## config.mk

```make
export PLATFORM = sky130hd
export DESIGN_NAME = ds3_maint_classifier
export DESIGN_NICKNAME = d
export VERILOG_FILES = /design/src/rtl/ds3_maint_classifier.sv
export SDC_FILE = /design/constraint.sdc
export NUM_CORES = 1
export LEC_CHECK = 0
export BUFFER_PORTS_ARGS = -buffer_cell sky130_fd_sc_hd__buf_4
export CAP_MARGIN = 20
export CORE_MARGIN = 10
export CORE_UTILIZATION = 58
export CTS_CLUSTER_SIZE = 14
export DETAILED_ROUTE_END_ITERATION = 7
export HOLD_SLACK_MARGIN = 0.02
export PLACE_DENSITY = 0.93
export SETUP_SLACK_MARGIN = 0.4
export SYNTH_ARGS = -nofsm -noshare
export SYNTH_HDL_FRONTEND = slang
export SYNTH_SLANG_ARGS = --single-unit
```

## constraint.sdc

```tcl
create_clock -name clk -period 2.55 [get_ports clk]
set_input_delay 0.3825 -clock clk [delete_from_list [all_inputs] [get_ports clk]]
set_output_delay 0.3825 -clock clk [all_outputs]
set_load 0.005 [all_outputs]
```

## src/rtl/ds3_maint_classifier.sv

```systemverilog
module ds3_maint_classifier #(
  parameter int E3_FRAME_BITS = 1536,
  localparam int CW = $clog2(E3_FRAME_BITS + 1)
) (
  input  logic       clk,
  input  logic       rst_n,
  input  logic       e3_mode,
  input  logic       rx_valid,
  input  logic       rx_bit,
  input  logic       rx_oh,
  input  logic       x_strobe,
  input  logic       c_strobe,
  input  logic [2:0] c_subframe,
  input  logic [1:0] c_pos,
  input  logic       mframe_end,
  input  logic       frame_ok,
  input  logic       parity_ok,
  input  logic       los_in,
  input  logic       oof_in,
  input  logic       rd_strobe,
  output logic       ais_det,
  output logic       idle_det,
  output logic       yel_det,
  output logic [1:0] fmt_id,
  output logic [2:0] sh_status
);

  logic [1:0]    ph;
  logic          ais_c, idle_c, xeq_c, xlow_c, xseen_c, xfirst, fok_c, aic_c, syn_c;
  logic          ais_q, idle_q, yel_q;
  logic [1:0]    fmt_q;
  logic [CW-1:0] ones;

  wire pay  = rx_valid & ~rx_oh;
  wire cbit = rx_valid & c_strobe;
  wire xs   = rx_valid & x_strobe;
  wire sf1  = c_subframe == 3'd1;

  wire ais_n  = ais_c & ~(pay & (rx_bit != ~ph[0])) & ~(cbit & rx_bit);
  wire idle_n = idle_c & ~(pay & (rx_bit != ~ph[1])) & ~(cbit & rx_bit & (c_subframe == 3'd3));
  wire xeq_n  = xeq_c & ~(xs & xseen_c & (rx_bit != xfirst));
  wire xlow_n = xlow_c & ~(xs & rx_bit);
  wire xseen_n = xseen_c | xs;
  wire fok_n  = fok_c & (~rx_valid | (frame_ok & parity_ok));
  wire aic_n  = (cbit & sf1 & (c_pos == 2'd1)) ? rx_bit : aic_c;
  wire syn_n  = (cbit & sf1 & (c_pos == 2'd2)) ? rx_bit : syn_c;
  wire e3_full = ones == CW'(E3_FRAME_BITS);

  always_ff @(posedge clk) begin
    if (!rst_n) begin
      ph <= '0;
      {ais_c, idle_c, xeq_c, xlow_c, fok_c} <= '1;
      {xseen_c, xfirst, aic_c, syn_c} <= '0;
      {ais_q, idle_q, yel_q} <= '0;
      fmt_q <= '0;
      ones <= '0;
    end else if (rx_valid && e3_mode) begin
      ones <= !rx_bit ? '0 : (e3_full ? ones : ones + 1'b1);
      if (x_strobe) yel_q <= rx_bit;
    end else if (rx_valid) begin
      ph <= rx_oh ? 2'd0 : ph + 2'd1;
      if (xs && !xseen_c) xfirst <= rx_bit;
      if (mframe_end) begin
        ais_q  <= ais_n & xeq_n & fok_n;
        idle_q <= idle_n & xeq_n & fok_n;
        yel_q  <= xlow_n & xseen_n;
        fmt_q  <= aic_n ? 2'b01 : (syn_n ? 2'b10 : 2'b00);
        {ais_c, idle_c, xeq_c, xlow_c, fok_c} <= '1;
        {xseen_c, aic_c, syn_c} <= '0;
      end else begin
        {ais_c, idle_c, xeq_c, xlow_c, fok_c} <= {ais_n, idle_n, xeq_n, xlow_n, fok_n};
        {xseen_c, aic_c, syn_c} <= {xseen_n, aic_n, syn_n};
      end
    end
  end

  assign ais_det  = e3_mode ? e3_full : ais_q;
  assign idle_det = ~e3_mode & idle_q;
  assign yel_det  = yel_q & ~los_in & ~oof_in & ~ais_det;
  assign fmt_id   = e3_mode ? 2'b00 : fmt_q;

  wire [2:0] live = {idle_det, yel_det, ais_det};

  always_ff @(posedge clk) begin
    if (!rst_n)         sh_status <= '0;
    else if (rd_strobe) sh_status <= live;
    else                sh_status <= sh_status | live;
  end

endmodule


```

==> results by group, run 1 <==
Cells and area
  – Filler cells: 199
  – Commonest non-fill, non-tap cell in the layout: dfxtp_1
  – Final net count: approximately 230
  – Leading cell types in the layout, fill and taps excluded: dfxtp_1 (28), buf_4 (26), nand2_1 (21), o21ai_0 (12), a21oi_1 (12)
  – Final core occ: 71.87%
  – Ratio of cells with drive above 1 in the final layout: 20.87%
  – N_diodes: 0
  – Area delta synth->final: 17.70%

STA
  – F_max: 0.4848 GHz
  – Tmin final: roughly 2100 ps
  – Worst slew pin tran: between 500 and 600 ps
  – Fin crit share: 80.90%
  – Final Hold Viols: 0
  – Pins Over Slew Limit: 0
  – RSZ-0062 raised after global routing: no
  – Final Skew: 2.271 ps
  – Final setup vio count: 0
  – Setup TNS: 0 ps
  – Slew headroom: 63.43%

Hold path
  – Type of the most critical hold path: in2reg
  – Hold Path Cell Cnt: 4

Power and ir drop
  – Clock power frac: between 30% and 40%
  – Comb pwr share: a little under an eighth
  – Leakage: 0.6787 nW
  – Peak supply drop: about 0.00040 V
  – Switching Fraction: between 20% and 30%
  – P_sw: 206.7 µW
  – Seq pwr share: 58.1%
  – Pwr per Cell Area: around 470 nW/µm²
  – Internal power: around 620 µW

Clock network
  – Clock net sink count: 30
  – Clk_lat worst skew: 310 ps
  – Root Driver: clkbuf_4
  – Reg clk slew, reported paths: 80 ps
  – CTS tree: done
  – Bufs on Longest Clock Path: 2
  – Post-CTS Setup Inserts: 0
  – Htree depth: 2
  – # hold bufs at CTS: 0
  – CTS Buf Count: 5

Setup path
  – Levels on crit path: 4
  – Worst endpoint required time: around 2200 ps
  – Critical path capture point type: primary output
  – CP max stage delay: 400 ps
  – CP cell instances: nor4b_2, a41oi_2, and4bb_2, buf_4
  – Setup CP Type: reg2out
  – Critical path buffers and inverters: 1
  – Worst r2r path cells: 6
  – CP Launch Type: flop
  – Delay-heaviest family, CP: simple AND/OR/NAND/NOR gates
  – Slowest cell on crit path: nor4b_2
  – WP data arrival: 1680 ps
  – Worst-path fanout max: 3

GRT
  – GRT Total Usage: between 10 and 15%
  – Pin count of the biggest net entering global routing: 19
  – Number of global-route vias before repair: 1,422
  – Initial antenna violation count: 0
  – Total congestion overflow: 0
  – First-pass GRT wire length: 6.210 mm

Synthesis
  – Synth Warn #: 0
  – Post-synth EDFFs: 0
  – Ys async rst share: 0%
  – Mux cell area share after synthesis: 2.068%
  – Top cell type's share of synthesized area: 39.70%
  – Largest family of logic cells by synthesized area: simple AND/OR/NAND/NOR gates
  – Part of the Yosys area used for sequential elements: 39.70%
  – Netlist cell types: 48
  – Post-Synth XOR/XNOR Area: under 10%
  – Syn Inst Count: 180
  – Simple-gate area share of the yosys netlist: 31.60%
  – Adder-Cell Fraction of Synth Area: 1.654%
  – Post-Syn Area per Cell: 8.404 µm²
  – Largest area contributor in the netlist: dfxtp_1
  – Compound-Gate Fraction of Synth Area: 16.46%
  – Yosys reg bits: 30
  – Top_reg_cell synth: dfxtp_1
  – Syn Nets: 201
  – Top post-synthesis cells by area: dfxtp_1 (40%), nand2_1 (5.2%), a21oi_1 (4.0%)
  – Mapped Area: 1513 µm²

Run
  – Max Cap Viol: 0

Floorplan
  – FP Rows: 18
  – Die height: 71.07 µm
  – Die area: 5051 µm²
  – Initial Util: 61.06%
  – Core box area: 2477 µm²
  – Ports: 27
  – Die width: 71.07 µm

Detailed routing
  – DRT Pass-1 Iters: 4
  – DRT iter0 DRCs: 60
  – DR vias/cell: about 6
  – Residual DRC: 0
  – Final wirelength: between 3 and 4 mm
  – Wire length per cell: 15.68 µm
  – DR vias: 1,416
  – Antenna viol nets, final: 0

Placed design
  – IO buf count: 26
  – Gpl congestion: ~0.93
  – Hpwl dp: 2.745 mm

Status
  – Status: completed
[power groups by stage]
| stage | clock (mW) | combinational, mW | sequential, mW |
|---|---|---|---|
| floorplan | 0 | 0.0550 | 0.493 |
| global route | 0.277 | 0.106 | 0.485 |
| global placement | 0 | 0.0911 | 0.493 |
| CTS | 0.259 | 0.0953 | 0.483 |
| detailed placement | 0 | 0.0943 | 0.494 |
| finish | 0.252 | 0.0960 | 0.483 |
[Yosys cell counts, drive strengths merged (2+ instances only)]
cell / number
nand2: 21
clkbuf: 3
a21oi: 12
inv: 7
a31oi: 2
and4: 2
nor4b: 2
and2: 2
or4b: 3
nor3: 5
a21o: 2
o21a: 2
nor2b: 8
xnor2: 4
buf: 4
nand3b: 2
nand3: 10
nand2b: 3
dfxtp: 30
xor2: 4
nand4: 3
nand4b: 2
nor2: 10
o21ai: 13
mux2i: 2
or3: 5
ha: 2
[worst paths after layout]
kind                start      endpoint  slack, ps
max               ones[8]       yel_det        490
min reg2reg  sh_status[0]  sh_status[0]        470
max reg2reg       ones[0]       ones[0]        850
min             rd_strobe  sh_status[0]        340
[kinds of logic after synthesis]
group                    Yosys count
AO/OA/AOI/OAI                     40
buffers and inverters             14
XOR/XNOR                           8
flip-flops                        30
adder cells (fa/ha/maj)            2
AND/OR/NAND/NOR                   83
multiplexers                       3
[through the flow]
step,setup slack [ps],hold slack [ps],power (mW),std cells,area (µm²)
after floorplan,918.1,431.4,0.5476,180,1513
after global placement,731.6,444.9,0.5845,229,1713
after detailed placement,667.8,457.1,0.5885,229,1713
after CTS,401.8,328.6,0.8373,236,1773
after global routing,401.0,355.5,0.8670,236,1780
final,487.1,341.0,0.8313,236,1780
[registers in the layout, indices dropped and copies added, names as in the netlist]
| name | flops |
|---|---|
| sh_status | 3 |
| idle_c | 1 |
| yel_q | 1 |
| ais_c | 1 |
| ais_q | 1 |
| syn_c | 1 |
| fmt_q | 2 |
| ph | 2 |
| idle_q | 1 |
| xseen_c | 1 |
| ones | 11 |
| aic_c | 1 |
| xlow_c | 1 |
| xeq_c | 1 |
| fok_c | 1 |
| xfirst | 1 |
[layer usage]
metal	vias to the layer above	global-route usage (%)	wire (µm)
met1	656	16.28	1532
met2	51	25.12	1935
li1	701	-	-
met5	-	0	0
met4	0	5.806	64
met3	8	3.347	168
[layout make-up]
class,instances,area [µm²],share of cell area (%)
well taps,30,37.54,2.108
multi-input cells,136,873.3,49.05
inverters,7,26.28,1.476
clock buffers,7,45.04,2.530
repair buffers,26,195.2,10.96
flip-flops and latches,30,603.1,33.87
[timing repair]
item / CTS / global route
gates resized for setup: 3 / 2
endpoints found under the setup margin: 1 / 1
pin swaps: 0 / 1
[worst min-delay path, stage by stage]
cell and delay [ps]:
buf_4 80, inv_1 40, nand2_1 50, a21oi_1 50
Note: power is estimated with default switching activity, not from simulation.
==> run 2, diff against run 1 <==
Settings changed: ABC_AREA set to 1, CORE_UTILIZATION 58 to 50, PLACE_DENSITY 0.93 to 0.86.
Clock period 2.55 ns to 1.79 ns, I/O delays scaled along.
==> run 2 against run 1 <==
The flow now finishes with violations (negative setup slack). Non-clock buffer count rose by 13. Final area grew 25%. Clock skew is 11 ps higher. Sequential cell count did not move. Global-route usage is 0.17 points lower. Utilization is 4.9 points lower.
==> results by group, run 2 <==
Setup path
  – Worst endpoint required time: 2070 ps (was 2170 ps)
  – WP data arrival: 2110 ps (was 1680 ps)
  – Most used cell, CP: buf_4
  – CP max stage delay: 340 ps (was 400 ps)
  – Critical path capture point type: flop (was primary output)
  – Worst-path fanout max: 6 (was 3)
  – CP cell instances: inv_2, ha_4, buf_4, buf_4, buf_4, nand3_1, nor2_1, nand3_2, nand2_4, nand2_1, a21oi_2 (was nor4b_2, a41oi_2, and4bb_2, buf_4)
  – CP Launch Type: flop (unchanged)
  – Slowest cell on crit path: dfxtp_2 (was nor4b_2)
  – Setup CP Type: reg2reg (was reg2out)

STA
  – F_max: 0.5486 GHz
  – Pins Over Slew Limit: 0 (unchanged)
  – Final Skew: 13.27 ps (was 2.271 ps)
  – Tmin final: 1823 ps
  – Slew headroom: 75.98% (was 63.43%)
  – RSZ-0062 raised after global routing: yes (was no)
  – Final Hold Viols: 0 (unchanged)
  – Fin crit share: 101.8%
  – Worst slew pin tran: 358.2 ps (was 544.9 ps)
  – Final setup vio count: 2 (was 0)
  – Setup ws final: -32.88 ps (was 487.1 ps)

Synthesis
  – Yosys reg bits: 30 (unchanged)
  – Part of the Yosys area used for sequential elements: 35.48% (was 39.70%)
  – Simple-gate area share of the yosys netlist: 37.62% (was 31.60%)
  – Top_reg_cell synth: dfxtp_1 (unchanged)
  – Top cell type's share of synthesized area: 35.48% (was 39.70%)
  – Syn Nets: 290 (was 201)
  – Post-Syn Area per Cell: 6.293 µm² (was 8.404 µm²)
  – Netlist cell types: 29 (was 48)
  – Compound-Gate Fraction of Synth Area: 11.31% (was 16.46%)
  – Mapped Area: 1693 µm² (was 1513 µm²)
  – Largest family of logic cells by synthesized area: simple AND/OR/NAND/NOR gates (unchanged)
  – Adder-Cell Fraction of Synth Area: 1.478% (was 1.654%)
  – Mux cell area share after synthesis: 0% (was 2.068%)
  – Top-count cell post-synth: nand2_1 (was dfxtp_1)
  – Largest area contributor in the netlist: dfxtp_1 (unchanged)
  – Top post-synthesis cells by count: nand2_1 (65), inv_1 (46), nor2_1 (42) (was dfxtp_1 (30), nand2_1 (21), a21oi_1 (12), o21ai_0 (12))
  – Syn Inst Count: 269 (was 180)
  – Top post-synthesis cells by area: dfxtp_1 (35%), nand2_1 (14%), inv_1 (10%) (was dfxtp_1 (40%), nand2_1 (5.2%), a21oi_1 (4.0%))
  – Post-Synth XOR/XNOR Area: 1.035% (was 4.632%)
  – Synth Warn #: 0 (unchanged)
  – Ys async rst share: 0% (unchanged)
  – Post-synth EDFFs: 0 (unchanged)

Cells and area
  – Non-Filler Instances: 358 (was 236)
  – Area delta synth->final: 31.04% (was 17.70%)
  – Largest regs: ones: 11 flops, sh_status: 3 flops (unchanged)
  – Max reg flops: 11 (unchanged)
  – Most flops, register: ones (unchanged)
  – N_diodes: 0 (unchanged)
  – Leading cell types in the layout, fill and taps excluded: nand2_1 (54), inv_1 (42), nor2_1 (39), buf_4 (38), dfxtp_1 (26) (was dfxtp_1 (28), buf_4 (26), nand2_1 (21), o21ai_0 (12), a21oi_1 (12))
  – Final core occ: 67.01% (was 71.87%)
  – Ratio of cells with drive above 1 in the final layout: 30.77% (was 20.87%)
  – Commonest non-fill, non-tap cell in the layout: nand2_1 (was dfxtp_1)
  – Final net count: 332 (was 227)

Power and ir drop
  – Comb pwr share: 14.2% (was 11.5%)
  – Seq pwr share: 47.7% (was 58.1%)
  – Switching Fraction: 26.82% (was 24.86%)
  – Internal power: 1.057 mW (was 624.7 µW)
  – Total power: 1.444 mW (was 831.3 µW)
  – P_sw: 387.3 µW (was 206.7 µW)
  – Leakage: 1.045 nW (was 0.6787 nW)
  – Clock power frac: 38.1% (was 30.3%)
  – Pwr per Cell Area: 651.0 nW/µm² (was 466.9 nW/µm²)
  – Peak supply drop: 0.0007405 V (was 0.0004020 V)

Floorplan
  – Core box area: 3311 µm² (was 2477 µm²)
  – Ports: 27 (unchanged)
  – Die width: 78.19 µm (was 71.07 µm)
  – FP Rows: 21 (was 18)
  – Initial Util: 51.13% (was 61.06%)
  – Die area: 6113 µm² (was 5051 µm²)
  – Die height: 78.19 µm (was 71.07 µm)

Detailed routing
  – Wire length per cell: 13.25 µm (was 15.68 µm)
  – DRT Pass-1 Iters: 4 (unchanged)
  – DR vias/cell: 5.173 (was 6.000)
  – Final wirelength: 4.744 mm (was 3.701 mm)
  – Residual DRC: 0 (unchanged)
  – DRT iter0 DRCs: 147 (was 60)
  – Antenna viol nets, final: 0 (unchanged)
  – DR vias: 1,852 (was 1,416)

Placed design
  – Gpl congestion: 0.8837 (was 0.9282)
  – Hpwl dp: 3.064 mm (was 2.745 mm)
  – IO buf count: 26 (unchanged)
  – Placed cells: 338 (was 229)

GRT
  – M3 GR Usage: 5.125% (was 3.347%)
  – Pin count of the biggest net entering global routing: 12 (was 19)
  – First-pass GRT wire length: 7.238 mm (was 6.210 mm)
  – GRT Total Usage: 14.18% (was 14.35%)
  – Initial antenna violation count: 0 (unchanged)
  – Met1 Usage GRT: 14.44% (was 16.28%)
  – Number of global-route vias before repair: 1,722 (was 1,422)
  – Total congestion overflow: 0 (unchanged)
  – Gr busiest metal: met2 (unchanged)
  – Met2 usage: 26.56% (was 25.12%)

Clock network
  – Bufs on Longest Clock Path: 2 (unchanged)
  – Reg clk slew, reported paths: 110 ps (was 80 ps)
  – Clock net sink count: 30 (unchanged)
  – # hold bufs at CTS: 0 (unchanged)
  – Root Driver: clkbuf_4 (unchanged)
  – CTS Buf Count: 5 (unchanged)
  – Htree depth: 2 (unchanged)
  – Clk_lat worst skew: 340 ps (was 310 ps)
  – CTS tree: done (unchanged)

Hold path
  – Type of the most critical hold path: in2reg (unchanged)

Status
  – Status: finished, violations left (was completed)
  – Failing checks: negative setup slack

Run
  – Max Cap Viol: 0 (unchanged)
==> run 2: power groups by stage <==
stage	clock network (mW)	registers [mW]	logic [mW]
final	0.549	0.689	0.206
after CTS	0.556	0.689	0.186
after global placement	0	0.704	0.165
after global routing	0.574	0.691	0.225
after floorplan	0	0.704	0.103
after detailed placement	0	0.705	0.169
==> run 2: per-stage QoR <==
stage	worst slack [ps]	hold WS (ps)	setup TNS, ps	area (µm²)
2_1_floorplan	459.0	366.1	0	1693
3_3_place_gp	271.7	445.8	0	1923
3_5_place_dp	213.0	450.7	0	1923
4_1_cts	-10.03	175.1	-10.03	2105
5_1_grt	-79.73	174.9	-453.3	2218
6_report	-32.88	176.6	-37.83	2218
==> run 2: cell families after synthesis <==
| family | Yosys count |
|---|---|
| AND/OR/NAND/NOR | 145 |
| XOR/XNOR | 2 |
| adder cells (fa/ha/maj) | 2 |
| flip-flops | 30 |
| AO/OA/AOI/OAI | 35 |
| buffers and inverters | 55 |
==> run 2: critical path: cells and delay by family (launching register included) <==
family / cells / cell delay, ps
adders and majority gates: 1 / 160
AOI/OAI and AO/OA: 1 / 130
DFF: 1 / 340
and+or+nand+nor: 5 / 770
buffers and inverters: 4 / 360
==> run 2: cell type report <==
| type | instances | area (µm²) |
|---|---|---|
| clock buffers | 5 | 37.54 |
| inverters | 51 | 191.4 |
| repair buffers | 39 | 296.5 |
| multi-input cells | 184 | 989.7 |
| clock inverters | 3 | 40.04 |
| fillers | 277 | 1092 |
| flip-flops and latches | 30 | 605.6 |
| well taps | 46 | 57.56 |
==> run 2: layer usage <==
layer  vias up  share of wire, %
met2        70                51
met3        15               6.5
met4         0               2.8
met1       843                40
li1        924                 -
met5         -                 0
==> run 2: path summary, 6_finish.rpt <==
path,from,to,slack (ps),cells after the start
max,ones[0],ones[4],-30,11
min reg2reg,fmt_q[0],fmt_q[0],460,2
min,rst_n,sh_status[0],180,3
max reg2reg,ones[0],ones[4],-30,11
==> run 2: timing repair <==
item                                    4_1_cts  5_1_grt
resized for setup                            16       29
pin swaps                                     9       10
endpoints found under the setup margin        8       15
setup buffers                                 9        3
==> run 3, diff against run 2 <==
Settings changed: CORE_UTILIZATION 50 to 25, PLACE_DENSITY 0.86 to 0.54.
==> run 3 against run 2 <==
The run now ends clean. Setup slack improved by 100 ps. Critical path depth is 1 lower. Clock power is 7.3% higher. Fmax up 6.1%.
==> results by group, run 3 (same netlist as run 2, synthesis figures left out) <==
Status
  – Status: completed (was finished, violations left)

Setup path
  – Critical path capture point type: primary output (was flop)
  – Reg2Reg Setup Slack: 130 ps (was -30 ps)
  – WP data arrival: 1450 ps (was 2110 ps)
  – Worst-path fanout max: 3 (was 6)
  – Worst r2r path cells: 13 (was 11)
  – Setup CP Type: reg2out (was reg2reg)
  – Worst r2r dst: ones[5] (was ones[4])
  – CP Launch Type: flop (unchanged)
  – RR Startpoint: ones[0] (unchanged)
  – Worst endpoint required time: 1520 ps (was 2070 ps)

Clock network
  – Clk_lat worst skew: 280 ps (was 340 ps)
  – Root Driver: clkbuf_8 (was clkbuf_4)
  – CTS tree: done (unchanged)
  – Clock net sink count: 30 (unchanged)
  – Bufs on Longest Clock Path: 2 (unchanged)
  – Reg clk slew, reported paths: 70 ps (was 110 ps)
  – CTS Buf Count: 5 (unchanged)
  – Htree depth: 2 (unchanged)
  – # hold bufs at CTS: 0 (unchanged)

Cells and area
  – Filler cells: 706 (was 277)
  – Area delta synth->final: 33.41% (was 31.04%)
  – Most flops, register: ones (unchanged)
  – N_diodes: 0 (unchanged)
  – Commonest non-fill, non-tap cell in the layout: nand2_1 (unchanged)
  – Largest regs: ones: 11 flops, sh_status: 3 flops (unchanged)
  – Post-Layout Inst Area: 2258 µm² (was 2218 µm²)
  – FF+latch area: 606.8 µm² (was 605.6 µm²)
  – Final net count: 329 (was 332)
  – Area of the multi-input gates: 983.4 µm² (was 989.7 µm²)
  – Ratio of cells with drive above 1 in the final layout: 29.77% (was 30.77%)
  – Leading cell types in the layout, fill and taps excluded: nand2_1 (55), inv_1 (40), nor2_1 (39), buf_4 (32), dfxtp_1 (25) (was nand2_1 (54), inv_1 (42), nor2_1 (39), buf_4 (38), dfxtp_1 (26))
  – Non-Filler Instances: 386 (was 358)
  – Max reg flops: 11 (unchanged)
  – Final core occ: 34.97% (was 67.01%)

Floorplan
  – Core box area: 6459 µm² (was 3311 µm²)
  – Initial Util: 26.21% (was 51.13%)
  – Die height: 102.3 µm (was 78.19 µm)
  – Die width: 102.3 µm (was 78.19 µm)
  – Die area: 10,460 µm² (was 6113 µm²)
  – FP Rows: 29 (was 21)
  – Ports: 27 (unchanged)

Power and ir drop
  – Leakage: 1.041 nW (was 1.045 nW)
  – Internal power: 1.069 mW (was 1.057 mW)
  – Peak supply drop: 0.0003922 V (was 0.0007405 V)
  – Pwr per Cell Area: 651.3 nW/µm² (was 651.0 nW/µm²)
  – P_sw: 401.7 µW (was 387.3 µW)
  – Comb pwr share: 13.1% (was 14.2%)
  – Total power: 1.471 mW (was 1.444 mW)
  – Clock power frac: 40.0% (was 38.1%)
  – Seq pwr share: 46.8% (was 47.7%)
  – Switching Fraction: 27.31% (was 26.82%)

GRT
  – Number of global-route vias before repair: 1,752 (was 1,722)
  – Pin count of the biggest net entering global routing: 12 (unchanged)
  – Total congestion overflow: 0 (unchanged)
  – Initial antenna violation count: 0 (unchanged)
  – First-pass GRT wire length: 7.838 mm (was 7.238 mm)
  – GRT Total Usage: 9.270% (was 14.18%)

Detailed routing
  – DR vias: 1,760 (was 1,852)
  – Final wirelength: 4.569 mm (was 4.744 mm)
  – DR vias/cell: 4.560 (was 5.173)
  – Residual DRC: 0 (unchanged)
  – DRT iter0 DRCs: 120 (was 147)
  – Wire length per cell: 11.84 µm (was 13.25 µm)
  – Antenna viol nets, final: 0 (unchanged)
  – DRT Pass-1 Iters: 4 (unchanged)

STA
  – Worst slew pin tran: 355.8 ps (was 358.2 ps)
  – Final Hold Viols: 0 (unchanged)
  – Setup TNS: 0 ps (was -37.83 ps)
  – Slew headroom: 76.20% (was 75.98%)
  – F_max: 0.5818 GHz (was 0.5486 GHz)
  – Fin crit share: 96.01% (was 101.8%)
  – Pins Over Slew Limit: 0 (unchanged)
  – RSZ-0062 raised after global routing: yes (unchanged)
  – Final setup vio count: 0 (was 2)
  – Tmin final: 1719 ps (was 1823 ps)
  – Final Skew: 9.678 ps (was 13.27 ps)

Placed design
  – IO buf count: 26 (unchanged)
  – Hpwl dp: 3.269 mm (was 3.064 mm)
  – Dpl cell area: 1962 µm² (was 1923 µm²)
  – Placed cells: 369 (was 338)
  – Gpl congestion: 0.8174 (was 0.8837)

Hold path
  – Beginning of the worst hold path: rst_n (unchanged)
  – Hold Path Cell Cnt: 3 (unchanged)
  – Type of the most critical hold path: in2reg (unchanged)
  – Worst hold endpoint: sh_status[0] (unchanged)

Run
  – Max Cap Viol: 0 (unchanged)
run 3: cell types whose count changed in the layout (fill, tap and decap cells not counted), moves of 2 or more:
cell	previous run	this run
buf_4	38	32
buf_6	1	4
clkbuf_4	5	0
clkbuf_8	0	6
inv_1	42	40
inv_2	9	11
nand2_2	11	8
nand2_4	4	6
o21ai_2	3	1
run 3: metrics by stage:
| stage | hold slack (ps) | setup slack, ps |
|---|---|---|
| CTS | 242.2 | 79.76 |
| floorplan | 366.1 | 459.0 |
| finish | 255.6 | 71.34 |
| global route | 263.8 | -12.17 |
| global placement | 448.6 | 245.6 |
| detailed placement | 451.9 | 207.0 |
run 3: power by group through the flow:
stage / registers (mW) / clock network, mW / logic, mW
after floorplan: 0.704 / 0 / 0.103
after global placement: 0.705 / 0 / 0.172
after detailed placement: 0.705 / 0 / 0.172
after CTS: 0.689 / 0.603 / 0.184
after global routing: 0.691 / 0.630 / 0.218
final: 0.689 / 0.589 / 0.193
run 3: area by class of cell:
| class | instances | area share [%] |
|---|---|---|
| tap | 77 | 4.266 |
| timing repair buffer | 36 | 12.63 |
| clock inverter | 2 | 0.5540 |
| sequential | 30 | 26.87 |
| inverter | 51 | 8.476 |
| clock buffer | 6 | 3.657 |
| multi-input combinational | 184 | 43.55 |
run 3: layer usage:
| metal | routed length [µm] | GRT usage (%) | part of all wire (%) | vias up |
|---|---|---|---|---|
| li1 | - | - | - | 915 |
| met1 | 2039 | 10.91 | 45 | 791 |
| met2 | 2215 | 15.56 | 48 | 45 |
| met3 | 232 | 2.564 | 5.1 | 9 |
| met4 | 82 | 3.796 | 1.8 | 0 |
| met5 | 0 | 0 | 0 | - |
run 3: worst max-delay path by stage:
stage | startpoint | endpoint | slack [ps] | depth (start not counted)
3_5_place_dp | ones[0] | yel_det | 210 | 10
2_1_floorplan | ones[0] | yel_det | 460 | 9
6_report | ones[0] | yel_det | 70 | 10
4_1_cts | ones[0] | yel_det | 80 | 10
5_1_grt | ones[0] | yel_det | -10 | 10
3_3_place_gp | ones[0] | yel_det | 250 | 10
run 3: worst max-delay path: stages (launching register included):
cell     delay [ps]
dfxtp_2         330
inv_2            80
ha_4            150
nand2_4          50
nor2_4          120
nand3_2          90
nand2_2         100
nand2_4          60
nand2_4          60
inv_2            30
buf_6           100
run 3: timing repair:
| item | CTS | global route |
|---|---|---|
| resized for setup | 24 | 24 |
| setup buffers | 6 | 3 |
| pin swaps | 10 | 7 |
| setup endpoints to repair | 6 | 13 |
